## config.mk

```make
export PLATFORM = sky130hd
export DESIGN_NAME = uart_frame_tx
export DESIGN_NICKNAME = d
export VERILOG_FILES = /design/src/rtl/uart_tx_pkg.sv /design/src/rtl/uart_tx_fifo.sv /design/src/rtl/uart_tx_framer.sv /design/src/rtl/uart_frame_tx.sv
export SDC_FILE = /design/constraint.sdc
export NUM_CORES = 1
export LEC_CHECK = 0
export ABC_AREA = 1
export CAP_MARGIN = 20
export CORE_ASPECT_RATIO = 1.2
export CORE_MARGIN = 3
export CORE_UTILIZATION = 60
export DETAILED_ROUTE_END_ITERATION = 10
export PLACE_DENSITY = 0.87
export SYNTH_ARGS = -nofsm -noshare
export SYNTH_HDL_FRONTEND = slang
export SYNTH_SLANG_ARGS = --single-unit
```

## constraint.sdc

```tcl
create_clock -name clk -period 3.5 [get_ports clk]
set_input_delay 0.875 -clock clk [delete_from_list [all_inputs] [get_ports clk]]
set_output_delay 0.875 -clock clk [all_outputs]
set_load 0.05 [all_outputs]
```

## src/rtl/uart_tx_pkg.sv

```systemverilog
package uart_tx_pkg;

    localparam int WORD_W = 9;

    typedef enum logic [2:0] {
        ST_IDLE, ST_START, ST_DATA, ST_PAR, ST_STOP
    } tx_state_e;

    // Order matches par_sel[2:1].
    typedef enum logic [1:0] {
        PM_ODD, PM_EVEN, PM_ONE, PM_ZERO
    } par_mode_e;

    typedef enum logic [1:0] {
        SP_ONE, SP_ONE_HALF, SP_TWO
    } stop_mode_e;

    typedef struct packed {
        logic [3:0] nbits;
        logic       par_en;
        par_mode_e  par_mode;
        stop_mode_e stop_mode;
    } frame_cfg_t;

    function automatic frame_cfg_t decode_frame(
        input logic [1:0] len_sel,
        input logic       stop_sel,
        input logic [2:0] par_sel,
        input logic       nine_bit
    );
        frame_cfg_t c;
        if (nine_bit) begin
            c.nbits    = 4'd9;
            c.par_en   = 1'b0;
            c.par_mode = PM_ODD;
        end else begin
            c.nbits    = {2'b00, len_sel} + 4'd5;
            c.par_en   = par_sel[0];
            c.par_mode = par_mode_e'(par_sel[2:1]);
        end
        if (!stop_sel)
            c.stop_mode = SP_ONE;
        else if (!nine_bit && len_sel == 2'b00)
            c.stop_mode = SP_ONE_HALF;
        else
            c.stop_mode = SP_TWO;
        return c;
    endfunction

    function automatic logic calc_parity(
        input logic [WORD_W-1:0] d,
        input logic [3:0]        nbits,
        input par_mode_e         mode
    );
        logic x;
        x = 1'b0;
        for (int i = 0; i < WORD_W; i++)
            if (i < int'(nbits)) x = x ^ d[i];
        case (mode)
            PM_ODD:  return ~x;
            PM_EVEN: return x;
            PM_ONE:  return 1'b1;
            default: return 1'b0;
        endcase
    endfunction

endpackage

```

## src/rtl/uart_tx_fifo.sv

```systemverilog
module uart_tx_fifo #(
    parameter int DEPTH = 16,
    parameter int WIDTH = 9
) (
    input  logic             clk,
    input  logic             rst,
    input  logic             wr_en,
    input  logic [WIDTH-1:0] wr_data,
    input  logic             rd_en,
    output logic [WIDTH-1:0] rd_data,
    output logic             empty,
    output logic             full
);
    localparam int AW = (DEPTH > 1) ? $clog2(DEPTH) : 1;
    localparam int CW = $clog2(DEPTH + 1);

    logic [WIDTH-1:0] mem [DEPTH];
    logic [AW-1:0]    wptr, rptr;
    logic [CW-1:0]    count;
    logic             wr_ok, rd_ok;

    assign empty   = (count == '0);
    assign full    = (count == CW'(DEPTH));
    assign wr_ok   = wr_en && !full;
    assign rd_ok   = rd_en && !empty;
    assign rd_data = mem[rptr];

    function automatic logic [AW-1:0] bump(input logic [AW-1:0] p);
        return (p == AW'(DEPTH - 1)) ? '0 : p + 1'b1;
    endfunction

    always_ff @(posedge clk) begin
        if (wr_ok) mem[wptr] <= wr_data;
    end

    always_ff @(posedge clk) begin
        if (rst) begin
            wptr  <= '0;
            rptr  <= '0;
            count <= '0;
        end else begin
            if (wr_ok) wptr <= bump(wptr);
            if (rd_ok) rptr <= bump(rptr);
            case ({wr_ok, rd_ok})
                2'b10:   count <= count + 1'b1;
                2'b01:   count <= count - 1'b1;
                default: count <= count;
            endcase
        end
    end
endmodule

```

## src/rtl/uart_tx_framer.sv

```systemverilog
module uart_tx_framer
    import uart_tx_pkg::*;
#(
    parameter int OVS = 16
) (
    input  logic              clk,
    input  logic              rst,
    input  logic              tick,
    input  logic              brk,
    input  frame_cfg_t        cfg_in,
    input  logic              src_empty,
    input  logic [WORD_W-1:0] src_data,
    output logic              pop,
    output logic              line_out,
    output logic              idle
);
    localparam int CW = $clog2(2 * OVS);
    localparam logic [CW-1:0] BIT_LAST  = CW'(OVS - 1);
    localparam logic [CW-1:0] STOP_1    = CW'(OVS - 1);
    localparam logic [CW-1:0] STOP_1H   = CW'(OVS + OVS / 2 - 1);
    localparam logic [CW-1:0] STOP_2    = CW'(2 * OVS - 1);

    tx_state_e         state_q, state_n;
    logic [CW-1:0]     cnt_q, cnt_n;
    logic [3:0]        idx_q, idx_n;
    logic [WORD_W-1:0] sh_q, sh_n;
    frame_cfg_t        cfg_q, cfg_n;
    logic              par_q, par_n;
    logic              line_q, line_n;
    logic              out_q, out_n;
    logic              can_load;

    function automatic logic [CW-1:0] stop_len(input stop_mode_e m);
        case (m)
            SP_ONE_HALF: return STOP_1H;
            SP_TWO:      return STOP_2;
            default:     return STOP_1;
        endcase
    endfunction

    assign can_load = !src_empty && !brk;

    always_comb begin
        state_n = state_q;
        cnt_n   = cnt_q;
        idx_n   = idx_q;
        sh_n    = sh_q;
        cfg_n   = cfg_q;
        par_n   = par_q;
        line_n  = line_q;
        out_n   = out_q;
        pop     = 1'b0;
        if (tick) begin
            if (state_q == ST_IDLE || (state_q == ST_STOP && cnt_q == '0)) begin
                if (can_load) begin
                    pop     = 1'b1;
                    cfg_n   = cfg_in;
                    sh_n    = src_data;
                    par_n   = calc_parity(src_data, cfg_in.nbits, cfg_in.par_mode);
                    idx_n   = '0;
                    cnt_n   = BIT_LAST;
                    line_n  = 1'b0;
                    state_n = ST_START;
                end else begin
                    line_n  = 1'b1;
                    state_n = ST_IDLE;
                end
            end else if (cnt_q != '0) begin
                cnt_n = cnt_q - 1'b1;
            end else begin
                case (state_q)
                    ST_START: begin
                        state_n = ST_DATA;
                        cnt_n   = BIT_LAST;
                        line_n  = sh_q[0];
                    end
                    ST_DATA: begin
                        if (idx_q == cfg_q.nbits - 4'd1) begin
                            if (cfg_q.par_en) begin
                                state_n = ST_PAR;
                                cnt_n   = BIT_LAST;
                                line_n  = par_q;
                            end else begin
                                state_n = ST_STOP;
                                cnt_n   = stop_len(cfg_q.stop_mode);
                                line_n  = 1'b1;
                            end
                        end else begin
                            idx_n  = idx_q + 4'd1;
                            sh_n   = sh_q >> 1;
                            line_n = sh_q[1];
                            cnt_n  = BIT_LAST;
                        end
                    end
                    ST_PAR: begin
                        state_n = ST_STOP;
                        cnt_n   = stop_len(cfg_q.stop_mode);
                        line_n  = 1'b1;
                    end
                    default: begin
                        state_n = ST_IDLE;
                        line_n  = 1'b1;
                    end
                endcase
            end
            out_n = brk ? 1'b0 : line_n;
        end
    end

    always_ff @(posedge clk) begin
        if (rst) begin
            state_q <= ST_IDLE;
            cnt_q   <= '0;
            idx_q   <= '0;
            sh_q    <= '0;
            cfg_q   <= '0;
            par_q   <= 1'b0;
            line_q  <= 1'b1;
            out_q   <= 1'b1;
        end else begin
            state_q <= state_n;
            cnt_q   <= cnt_n;
            idx_q   <= idx_n;
            sh_q    <= sh_n;
            cfg_q   <= cfg_n;
            par_q   <= par_n;
            line_q  <= line_n;
            out_q   <= out_n;
        end
    end

    assign line_out = out_q;
    assign idle     = (state_q == ST_IDLE);
endmodule

```

## src/rtl/uart_frame_tx.sv

```systemverilog
module uart_frame_tx
    import uart_tx_pkg::*;
#(
    parameter int FIFO_DEPTH = 16,
    parameter int OVS        = 16
) (
    input  logic              clk,
    input  logic              rst,
    input  logic              baud_tick,
    input  logic [1:0]        len_sel,
    input  logic              stop_sel,
    input  logic [2:0]        par_sel,
    input  logic              brk_force,
    input  logic              nine_bit,
    input  logic              wr_en,
    input  logic [WORD_W-1:0] wr_data,
    output logic              tx_out,
    output logic              fifo_empty,
    output logic              tx_idle
);
    frame_cfg_t        cfg;
    logic              fifo_pop, fifo_full;
    logic [WORD_W-1:0] head;

    assign cfg = decode_frame(len_sel, stop_sel, par_sel, nine_bit);

    uart_tx_fifo #(.DEPTH(FIFO_DEPTH), .WIDTH(WORD_W)) i_fifo (
        .clk     (clk),
        .rst     (rst),
        .wr_en   (wr_en),
        .wr_data (wr_data),
        .rd_en   (fifo_pop),
        .rd_data (head),
        .empty   (fifo_empty),
        .full    (fifo_full)
    );

    uart_tx_framer #(.OVS(OVS)) i_framer (
        .clk       (clk),
        .rst       (rst),
        .tick      (baud_tick),
        .brk       (brk_force),
        .cfg_in    (cfg),
        .src_empty (fifo_empty),
        .src_data  (head),
        .pop       (fifo_pop),
        .line_out  (tx_out),
        .idle      (tx_idle)
    );
endmodule

```

==> results.md, run 1 <==
* Drt first pass iters at 8
* Yosys top cell area share at between 50 and 60%
* Die height at 137 um
* First-pass GRT wire length at roughly 28,000 um
* Fmax at between 0.3 and 0.4 GHz
* Place WS at between 70 and 80 ps
* Seq/Total Area, Yosys at roughly three fifths
* Syn Nets at between 900 and 1,000
* Actual slew at the worst max-slew pin at about 800 ps
* Total length of routed wires at ~18,000 um
* RSZ-0062 raised after global routing: false
* Pwr dens at just under 700 nW/um^2
* Io pins at 24
* Share of layout cells above drive strength 1 at roughly 9%
* HP Start: i_framer.cnt_q[0]
* # clock sinks at 192
* Minimum clock period at ~3200 ps
* Crit-path max cell delay at 400 ps
* Post-route ant nets at 0
* Mapped cell area at between 8000 and 9000 um^2
* Synthesized flop and latch total at about 190
* CTS tree: built
* Reg area at 5290 um^2
* Final WS setup at 315 ps
* Rows at 47
* Average size of a mapped cell at 9.78 um^2
* Die W at ~120 um
* R2r setup slk at ~310 ps
* Number of buffers inserted by port buffering at 23
* Cts hold-fix bufs at 0
* Synth warn at 0
* Vias per inst at 5.69
* Max IR drop VDD at 0.000469 V
* CTS root buf: clkbuf_16
* DIE AREA at about 16,000 um^2
* Reg clk slew, reported paths at approximately 80 ps
* Antenna diodes at 0
* Arrival @ worst endpoint at approximately 3600 ps
* Tot GR Track Use at a little under a quarter
* Clock Latency Late Sink at approximately 440 ps
* Worst R2R Path Depth at 24
* GP Congestion at 0.823
* Slew headroom at a little under half
* Total grt overflow at 0
* Cts repair resizes at 0
* Setup Buffers After CTS at 0
* CP Cell Sequence: inv_1 > ha_1 > inv_1 > nor3_2 > inv_2 > nor2_4 > inv_2 > nand2_4 > inv_2 > nor2_4 > inv_2 > nor2_4 > inv_2 > nor2_8 > ha_1 > inv_1 > fa_1 > inv_1 > a31oi_1 > inv_1 > o21ai_0 > a21oi_1 > o21ai_0 > a21oi_1
* Largest net degree at the start of global routing at roughly 80
* WP data required at around 3900 ps
* Crit end category: register
* Hold Crit Class: reg -> reg
* Area leader, netlist: edfxtp_1
* Iter 0 DRT Violations at between 500 and 600
* Count of final setup violators at 0
* Core Box Area at between 10,000 and 15,000 um^2
* Crit-path slowest cell: fa_1
* Most frequent cells in the layout: nand2_1, edfxtp_1, nand3_1, inv_1, nor2_1
* CTS H-tree lvls at 4
* Drt wl/cell at 16.2 um
* Max cap viols at 0
* Critical path class: reg -> reg
* Footprint of the multi-input gates at roughly 2700 um^2
* Hold Path End: i_framer.cnt_q[0]
* Final core occ at 68.7%
* Max-slew violations at 0
* Vias in the first global route at 5,937
* Final setup TNS at 0 ps
* Initial Utilization at about three fifths
* Fill count at between 900 and 1,000
* R2R Path Start: i_framer.cnt_q[0]
* Outcome: finished, final reports clean
* Fin Clk Skew at about 9.3 ps
* CP Launch Type: register
* Final-report hold violation count at 0
* Hold depth at 1
* Pleak at between 0.003 and 0.004 uW
* Tcrit/Tclk final at 91.0%
* Worst R2R End: i_fifo.count[4]
* Max clock buf depth at 2
* Top post-synthesis cells by area: edfxtp_1, dfxtp_1, nand2_1
* Final #Nets at approximately 950
* CTS Buf Count at 17
* Cell count after synthesis at 881
* Synth-to-Final Area Change at 11.0%
* Crit Path Max Fanout at 9
* Initial antenna violation count at 0
* Detail Placement HPWL at 11,200 um
* DRC Markers at 0
* Unique masters post-synth at 42
* Most common cell after layout, fill and taps aside: nand2_1
* Via count at slightly above 6,000
-- through the flow --
stage | std cells | area (um^2) | hold slack (ps) | total power [uW]
after floorplan | 881 | 8620 | 422 | 4400
final | 1094 | 9570 | 459 | 6640
after global placement | 1063 | 9020 | 439 | 4760
after detailed placement | 1063 | 9020 | 451 | 4850
after CTS | 1094 | 9570 | 462 | 6650
after global routing | 1094 | 9570 | 471 | 7010
-- sequential cells by signal, summed over array words and instances (netlist names), named ones only --
register,flops
i_framer.cnt_q,5
i_framer.state_q,3
i_framer.line_out,1
i_fifo.mem,144
i_framer.idx_q,4
i_framer.cfg_q,7
i_framer.sh_q,9
i_framer.par_q,1
i_fifo.rptr,4
i_framer.line_q,1
i_fifo.wptr,4
i_fifo.count,5
-- critical path, delay by kind of cell (launching register included) --
family	cells	cell delay [ps]
buffers and inverters	10	740
AND/OR/NAND/NOR	6	630
adder cells (fa/ha/maj)	3	840
AO/OA/AOI/OAI	5	570
flip-flops	1	320
-- metal layers --
layer | part of all wire [%] | routed length, um | global-route usage (%) | up-vias
met1 | 39 | 6920 | 26.9 | 2891
li1 | - | - | - | 3025
met4 | 4.0 | 711 | 11.7 | 0
met3 | 6.1 | 1080 | 4.75 | 69
met2 | 51 | 9050 | 40.2 | 235
met5 | 0 | 0 | 0 | -
-- cell type report --
class	count	share of cell area [%]
Clock inverter	14	1.31
Timing Repair Buffer	46	4.21
Tap cell	171	2.24
Clock buffer	17	4.45
Inverter	101	4.01
Multi-Input combinational cell	553	28.5
Sequential cell	192	55.2
-- power by group --
part / internal, uW / switching, uW / leakage, uW
logic: 670 / 1430 / 0.00184
registers: 2610 / 117 / 0.00169
clock network: 932 / 878 / 0.000266
total: 4220 / 2420 / 0.00380
-- cell families (layout without fill, tap and decap cells) --
family,Yosys count,count (layout),share of synthesized area (%)
compound gates,120,120,7.90
xor+xnor,11,11,1.12
fa+ha+maj,16,16,2.41
buf+inv,136,178,6.97
flops,192,192,61.3
simple gates,406,406,20.3
-- cells in the mapped netlist --
cell type	number
buf_4	10
dfxtp_1	48
or2_2	1
o21ai_0	31
clkbuf_1	6
edfxtp_1	144
a211oi_1	5
nand3_1	97
nor4_2	1
buf_2	14
nand4_1	3
nor3_1	5
a221oi_1	2
buf_6	4
nor4_1	1
a21boi_1	1
inv_4	2
o21ai_1	19
nor2_4	4
nor2_1	74
a31oi_1	5
o31ai_1	1
and3_1	1
nor3_2	2
a22o_1	1
o221ai_1	3
buf_1	1
nand2_4	1
fa_1	1
nor2_8	1
xor2_1	6
nand2_1	213
o22ai_1	1
clkinv_1	2
ha_1	15
nor2_2	2
o211ai_1	12
xnor2_1	5
inv_1	85
inv_2	12
a21oi_1	38
a21boi_0	1
-- worst max path at each step --
stage | slack [ps] | end | startpoint
global placement | 190 | i_fifo.count[4] | brk_force
detailed placement | 70 | i_fifo.count[4] | brk_force
global route | 90 | i_fifo.count[4] | i_framer.cnt_q[1]
floorplan | 160 | i_fifo.count[4] | i_fifo.count[1]
finish | 310 | i_fifo.count[4] | i_framer.cnt_q[0]
CTS | 340 | i_fifo.count[4] | i_framer.cnt_q[0]
(Power assumes the default switching activity.)
==> run 2, diff against run 1 <==
Settings changed: RECOVER_POWER set to 25, REMOVE_ABC_BUFFERS set to 1, SKIP_CTS_REPAIR_TIMING set to 1.
==> run 2 against run 1 <==
Cell count increased by 0.18%. Clock-buffer cell count increased by 3. Combinational power about the same. Register-to-register slack improved by 100 ps. Hold slack got worse by 6.3 ps.
==> results.md, run 2 (same netlist as run 1, synthesis figures left out) <==
* Post-DP Area at 9020 um^2
* Tot GR Track Use at approximately a quarter
* Critical path class: reg -> reg
* Minimum clock period at roughly 3100 ps
* DIE AREA at ~16,000 um^2
* Detail Placement HPWL at between 10,000 and 15,000 um
* R2r setup slk at roughly 420 ps
* Biggest register: i_fifo.mem
* Pleak at roughly 0.0038 uW
* Initial antenna violation count at 0
* Final #Nets at roughly 950
* Total length of routed wires at 18,100 um
* WP data required at between 3000 and 4000 ps
* Core Box Area at 13,900 um^2
* Most common cell after layout, fill and taps aside: nand2_1
* Vias per inst at ~5.7
* Final std cell area, no fill at 9590 um^2
* RSZ-0062 raised after global routing: false
* Most frequent cells in the layout: nand2_1, edfxtp_1, nand3_1, inv_1, nor2_1
* Outcome: finished, final reports clean
* Count of final setup violators at 0
* Hold Crit Class: reg -> reg
* Crit Path Max Fanout at 9
* Post-route ant nets at 0
* Tcrit/Tclk final at about 88%
* CTS H-tree lvls at 4
* Antenna diodes at 0
* Synth-to-Final Area Change at 11.3%
* Hold WS at ~450 ps
* Combinational share of power at a little under a third
* Final WS setup at 419 ps
* Drt wl/cell at between 15 and 20 um
* Final setup TNS at 0 ps
* Max IR drop VDD at ~0.00044 V
* Clock Latency Late Sink at 430 ps
* Io pins at 24
* Total grt overflow at 0
* Rows at between 40 and 50
* Actual slew at the worst max-slew pin at about 680 ps
* Fmax at between 0.3 and 0.4 GHz
* CTS Buf Count at 17
* Via count at 6,247
* Final core occ at between 60 and 70%
* Fin Clk Skew at about 8.7 ps
* Max clock buf depth at 2
* Fill count at approximately 970
* Switching Fraction at 35.6%
* Die W at about 120 um
* Slew headroom at between 50% and 60%
* Share of layout cells above drive strength 1 at 8.65%
* Die height at 137 um
* DRC Markers at 0
* Biggest registers after layout: i_fifo.mem (144), i_framer.sh_q (9), i_framer.cfg_q (7)
* Vias in the first global route at ~6,100
* CP Launch Type: register
* # clock sinks at 192
* Iter 0 DRT Violations at between 500 and 600
* Max-slew violations at 0
* CTS tree: built
* Int Pwr at between 4000 and 5000 uW
* Max cap viols at 0
* Largest net degree at the start of global routing at 66
* Place WS at ~47 ps
* Switching power total at 2360 uW
* Max reg flops at 144
* Reg clk slew, reported paths at 60 ps
* Number of buffers inserted by port buffering at 23
* First-pass GRT wire length at about 30,000 um
* GP Congestion at approximately 0.86
* Clk pwr share at between 20 and 30%
* Final-report hold violation count at 0
* CTS root buf: clkbuf_16
* Crit end category: register
* Pwr dens at roughly 700 nW/um^2
* Drt first pass iters at 5
* Sequential power share at roughly two fifths
* Initial Utilization at between 60% and 70%
* Arrival @ worst endpoint at approximately 3400 ps
==> run 2: changes by cell type in the layout (fill, tap and decap cells not counted), sizes merged <==
cell,delta
clkdlybuf4s50,-6
buf,+1
dlygate4sd3,+6
bufinv,+1
clkinvlp,+1
inv,-6
clkbuf,+3
clkinv,+2
==> run 2: critical path, cell delays in order (launching register included) <==
cell and delay, ps:
dfxtp_1 320, inv_1 70, ha_1 160, inv_1 60, nor3_2 120, inv_2 70
nor2_4 130, inv_2 80, nand2_4 60, inv_2 40, nor2_4 80, inv_2 110
nor2_4 140, inv_2 70, nor2_8 90, ha_4 170, inv_1 60, fa_1 410
inv_1 80, a31oi_1 110, inv_1 90, o21ai_0 70, a21oi_1 160, o21ai_0 100
a21oi_1 140
==> run 2: worst paths after layout <==
check                                        from                 to  cells past startpoint
worst min-delay path            i_framer.cnt_q[0]  i_framer.cnt_q[0]                      1
worst min register to register  i_framer.cnt_q[0]  i_framer.cnt_q[0]                      1
worst max-delay path            i_framer.cnt_q[0]    i_fifo.count[4]                     24
worst max register to register  i_framer.cnt_q[0]    i_fifo.count[4]                     24
==> run 2: metrics by stage <==
stage,power [uW],cells
after global placement,4780,1063
final,6640,1096
after CTS,6630,1095
after floorplan,4270,846
after detailed placement,4860,1063
after global routing,7040,1096
==> run 2: cell type report <==
class	instances	area [um^2]	area share [%]
Clock buffer	20	437	4.55
Multi-Input combinational cell	553	2740	28.6
Clock inverter	12	113	1.17
Timing Repair Buffer	47	410	4.28
Sequential cell	192	5290	55.1
Inverter	101	384	4.01
Tap cell	171	214	2.23
==> run 2: power groups by stage <==
stage / Sequential (uW) / Combinational [uW] / Clock, uW
final: 2730 / 2120 / 1790
after global routing: 2750 / 2390 / 1900
after CTS: 2730 / 2090 / 1810
after detailed placement: 2780 / 2080 / 0
after global placement: 2770 / 2010 / 0
after floorplan: 2820 / 1450 / 0
==> run 2: layer usage <==
layer / global-route usage [%] / wire length [um] / up-vias
met2: 43.1 / 9500 / 247
met5: 0 / 0 / -
met1: 28.1 / 6870 / 2930
met4: 11.8 / 470 / 0
met3: 4.88 / 1280 / 44
li1: - / - / 3026
==> run 3, diff against run 2 <==
Settings changed: ABC_AREA 1 to not set, CELL_PAD_IN_SITES_DETAIL_PLACEMENT set to 0, CELL_PAD_IN_SITES_GLOBAL_PLACEMENT set to 2, CORE_UTILIZATION 60 to 45, PLACE_DENSITY 0.87 to 0.88.
==> run 3 against run 2 <==
Cell count is 24% lower. Synthesized area is 4.7% lower. Via count is 25% lower. Clock skew is 1.4 ps higher. Combinational power is 59% lower. Clock power is 5% higher. Clock-buffer cell count is 3 lower. Synthesized cell count is 37% lower. Non-clock buffer count is 8 higher. Largest power group unchanged.
==> results.md, run 3 <==
* Post-Synth Adder-Cell Area at 2.53%
* Most common cell after layout, fill and taps aside: edfxtp_1
* Max IR drop VDD at approximately 0.00042 V
* Io pins at 24
* Drt first pass iters at 4
* Worst R2R End: i_fifo.count[4]
* Core Box Area at between 15,000 and 20,000 um^2
* Place WS at about 160 ps
* R2r setup slk at ~330 ps
* CTS H-tree lvls at 4
* Iter 0 DRT Violations at between 300 and 400
* Final std cells w/o fill at roughly 840
* Pleak at about 0.0032 uW
* Clock Latency Late Sink at about 430 ps
* Rows at between 50 and 60
* Die height at between 150 and 200 um
* Pwr dens at 572 nW/um^2
* GP Congestion at 0.834
* Largest net degree at the start of global routing at 27
* Vias in the first global route at approximately 4,900
* Post-Synth XOR/XNOR Area at under 10%
* Compound-Gate Fraction of Synth Area at under 10%
* CTS tree: built
* Simple-Gate Fraction of Synth Area at just over 8%
* Number of buffers inserted by port buffering at 23
* Total grt overflow at 0
* Top post-synthesis cells by area: edfxtp_1, dfxtp_1, mux4_2
* Minimum clock period at about 3200 ps
* Hold WS at 455 ps
* Initial antenna violation count at 0
* Detail Placement HPWL at roughly 11,000 um
* DRC Markers at 0
* Seq/Total Area, Yosys at between 60% and 70%
* Outcome: finished, final reports clean
* CTS Buf Count at 17
* Synth top cells by count: edfxtp_1, nor2_1, dfxtp_1
* Ys flop type: edfxtp_1
* Count of final setup violators at 0
* Post-synth EDFFs at around 140
* Synthesized flop and latch total at roughly 190
* Hold Crit Class: reg -> reg
* Fin Clk Skew at between 10 and 15 ps
* Fmax at about 0.31 GHz
* Main combinational cell family by area after synthesis: multiplexers
* Initial Utilization at 46.4%
* Final WS setup at roughly 300 ps
* Tcrit/Tclk final at between 90% and 100%
* Share of layout cells above drive strength 1 at between 15 and 20%
* HP Start: i_framer.sh_q[8]
* Yosys top cell area share at a little over half
* Final #Nets at 640
* Crit path launch: i_fifo.count[1]
* Synth-to-Final Area Change at 14.3%
* Die W at around 130 um
* # clock sinks at 192
* DIE AREA at 19,900 um^2
* Synth warn at 0
* Dominant cell by count in the synthesized netlist: edfxtp_1
* Final core occ at 53.0%
* Critical path class: reg -> out
* Vias per inst at between 5 and 6
* Arrival @ worst endpoint at ~2300 ps
* Via count at approximately 4,700
* Final-report hold violation count at 0
* RSZ-0062 raised after global routing: false
* CTS root buf: clkbuf_16
* R2R Path Start: i_framer.cnt_q[0]
* Drt wl/cell at between 15 and 20 um
* Max reg flops at ~140
* WP data required at 2620 ps
* Hold depth at 2
* Crit end category: primary output
* Mapped cell area at a little over 8000 um^2
* Biggest register: i_fifo.mem
* Post-route ant nets at 0
* Unique masters post-synth at 62
* CP Launch Type: register
* Most frequent cells in the layout: edfxtp_1, nor2_1, dfxtp_1, nand2_1, buf_4
* Area leader, netlist: edfxtp_1
* Worst R2R Path Depth at 15
* Max cap viols at 0
* DP Cell Count at 804
* Antenna diodes at 0
* Asr flop ratio synth at 0%
* Max-slew violations at 0
* Average size of a mapped cell at between 10 and 15 um^2
* Multiplexer area fraction after synthesis at a little under an eighth
* Actual slew at the worst max-slew pin at ~860 ps
* First-pass GRT wire length at about 26,000 um
* Hold Path End: i_framer.sh_q[8]
* Total length of routed wires at 15,900 um
* Reg clk slew, reported paths at ~80 ps
* Max clock buf depth at 2
* Tot GR Track Use at between 10% and 20%
* Cell count after synthesis at between 500 and 600
* Crit Path Max Fanout at 4
* Biggest registers after layout: i_fifo.mem (144), i_framer.sh_q (9), i_framer.cfg_q (7)
* Slew headroom at about 43%
-- run 3: final cells by class --
| cell class | count | area, um^2 |
|---|---|---|
| sequential | 192 | 5290 |
| fill | 1427 | 8320 |
| inverter | 23 | 86.3 |
| clock inverter | 15 | 156 |
| timing repair buffer | 55 | 483 |
| multi-input combinational | 314 | 2670 |
| tap | 220 | 275 |
| clock buffer | 17 | 425 |
-- run 3: kinds of logic after synthesis --
| logic type | Yosys count |
|---|---|
| compound gates | 84 |
| xor+xnor | 24 |
| fa+ha+maj | 16 |
| buf+inv | 51 |
| flops | 192 |
| mux | 44 |
| simple gates | 146 |
-- run 3: critical path, cell delays in order, from the launching register on --
cell and delay [ps]:
dfxtp_1 350, or4_1 610, nor2_1 120, clkdlybuf4s50_1 810
-- run 3: power by group --
group          internal, uW  switching [uW]
registers              2540            79.2
logic                   411             462
clock network           959             921
total                  3910            1460
-- run 3: worst max path at each step --
stage / to / depth (start not counted)
floorplan: i_framer.idx_q[3] / 9
global placement: i_fifo.count[4] / 14
detailed placement: i_framer.par_q / 10
CTS: fifo_empty / 3
global route: i_fifo.count[4] / 15
finish: fifo_empty / 3
-- run 3: per-layer routing --
metal  global-route usage [%]  vias to the layer above  share of wire [%]
met5                        0                        -                  0
met4                     4.65                        0                1.4
met3                     3.89                       21                3.7
met2                     30.1                       80                 53
met1                     21.5                     2356                 42
li1                         -                     2216                  -
-- run 3: metrics by stage --
step	cell area, um^2	setup TNS (ps)	power, uW
4_1_cts	9390	0	5430
6_report	9390	0	5370
3_5_place_dp	8800	0	3550
2_1_floorplan	8040	-726	3260
5_1_grt	9390	0	5620
3_3_place_gp	8800	0	3520
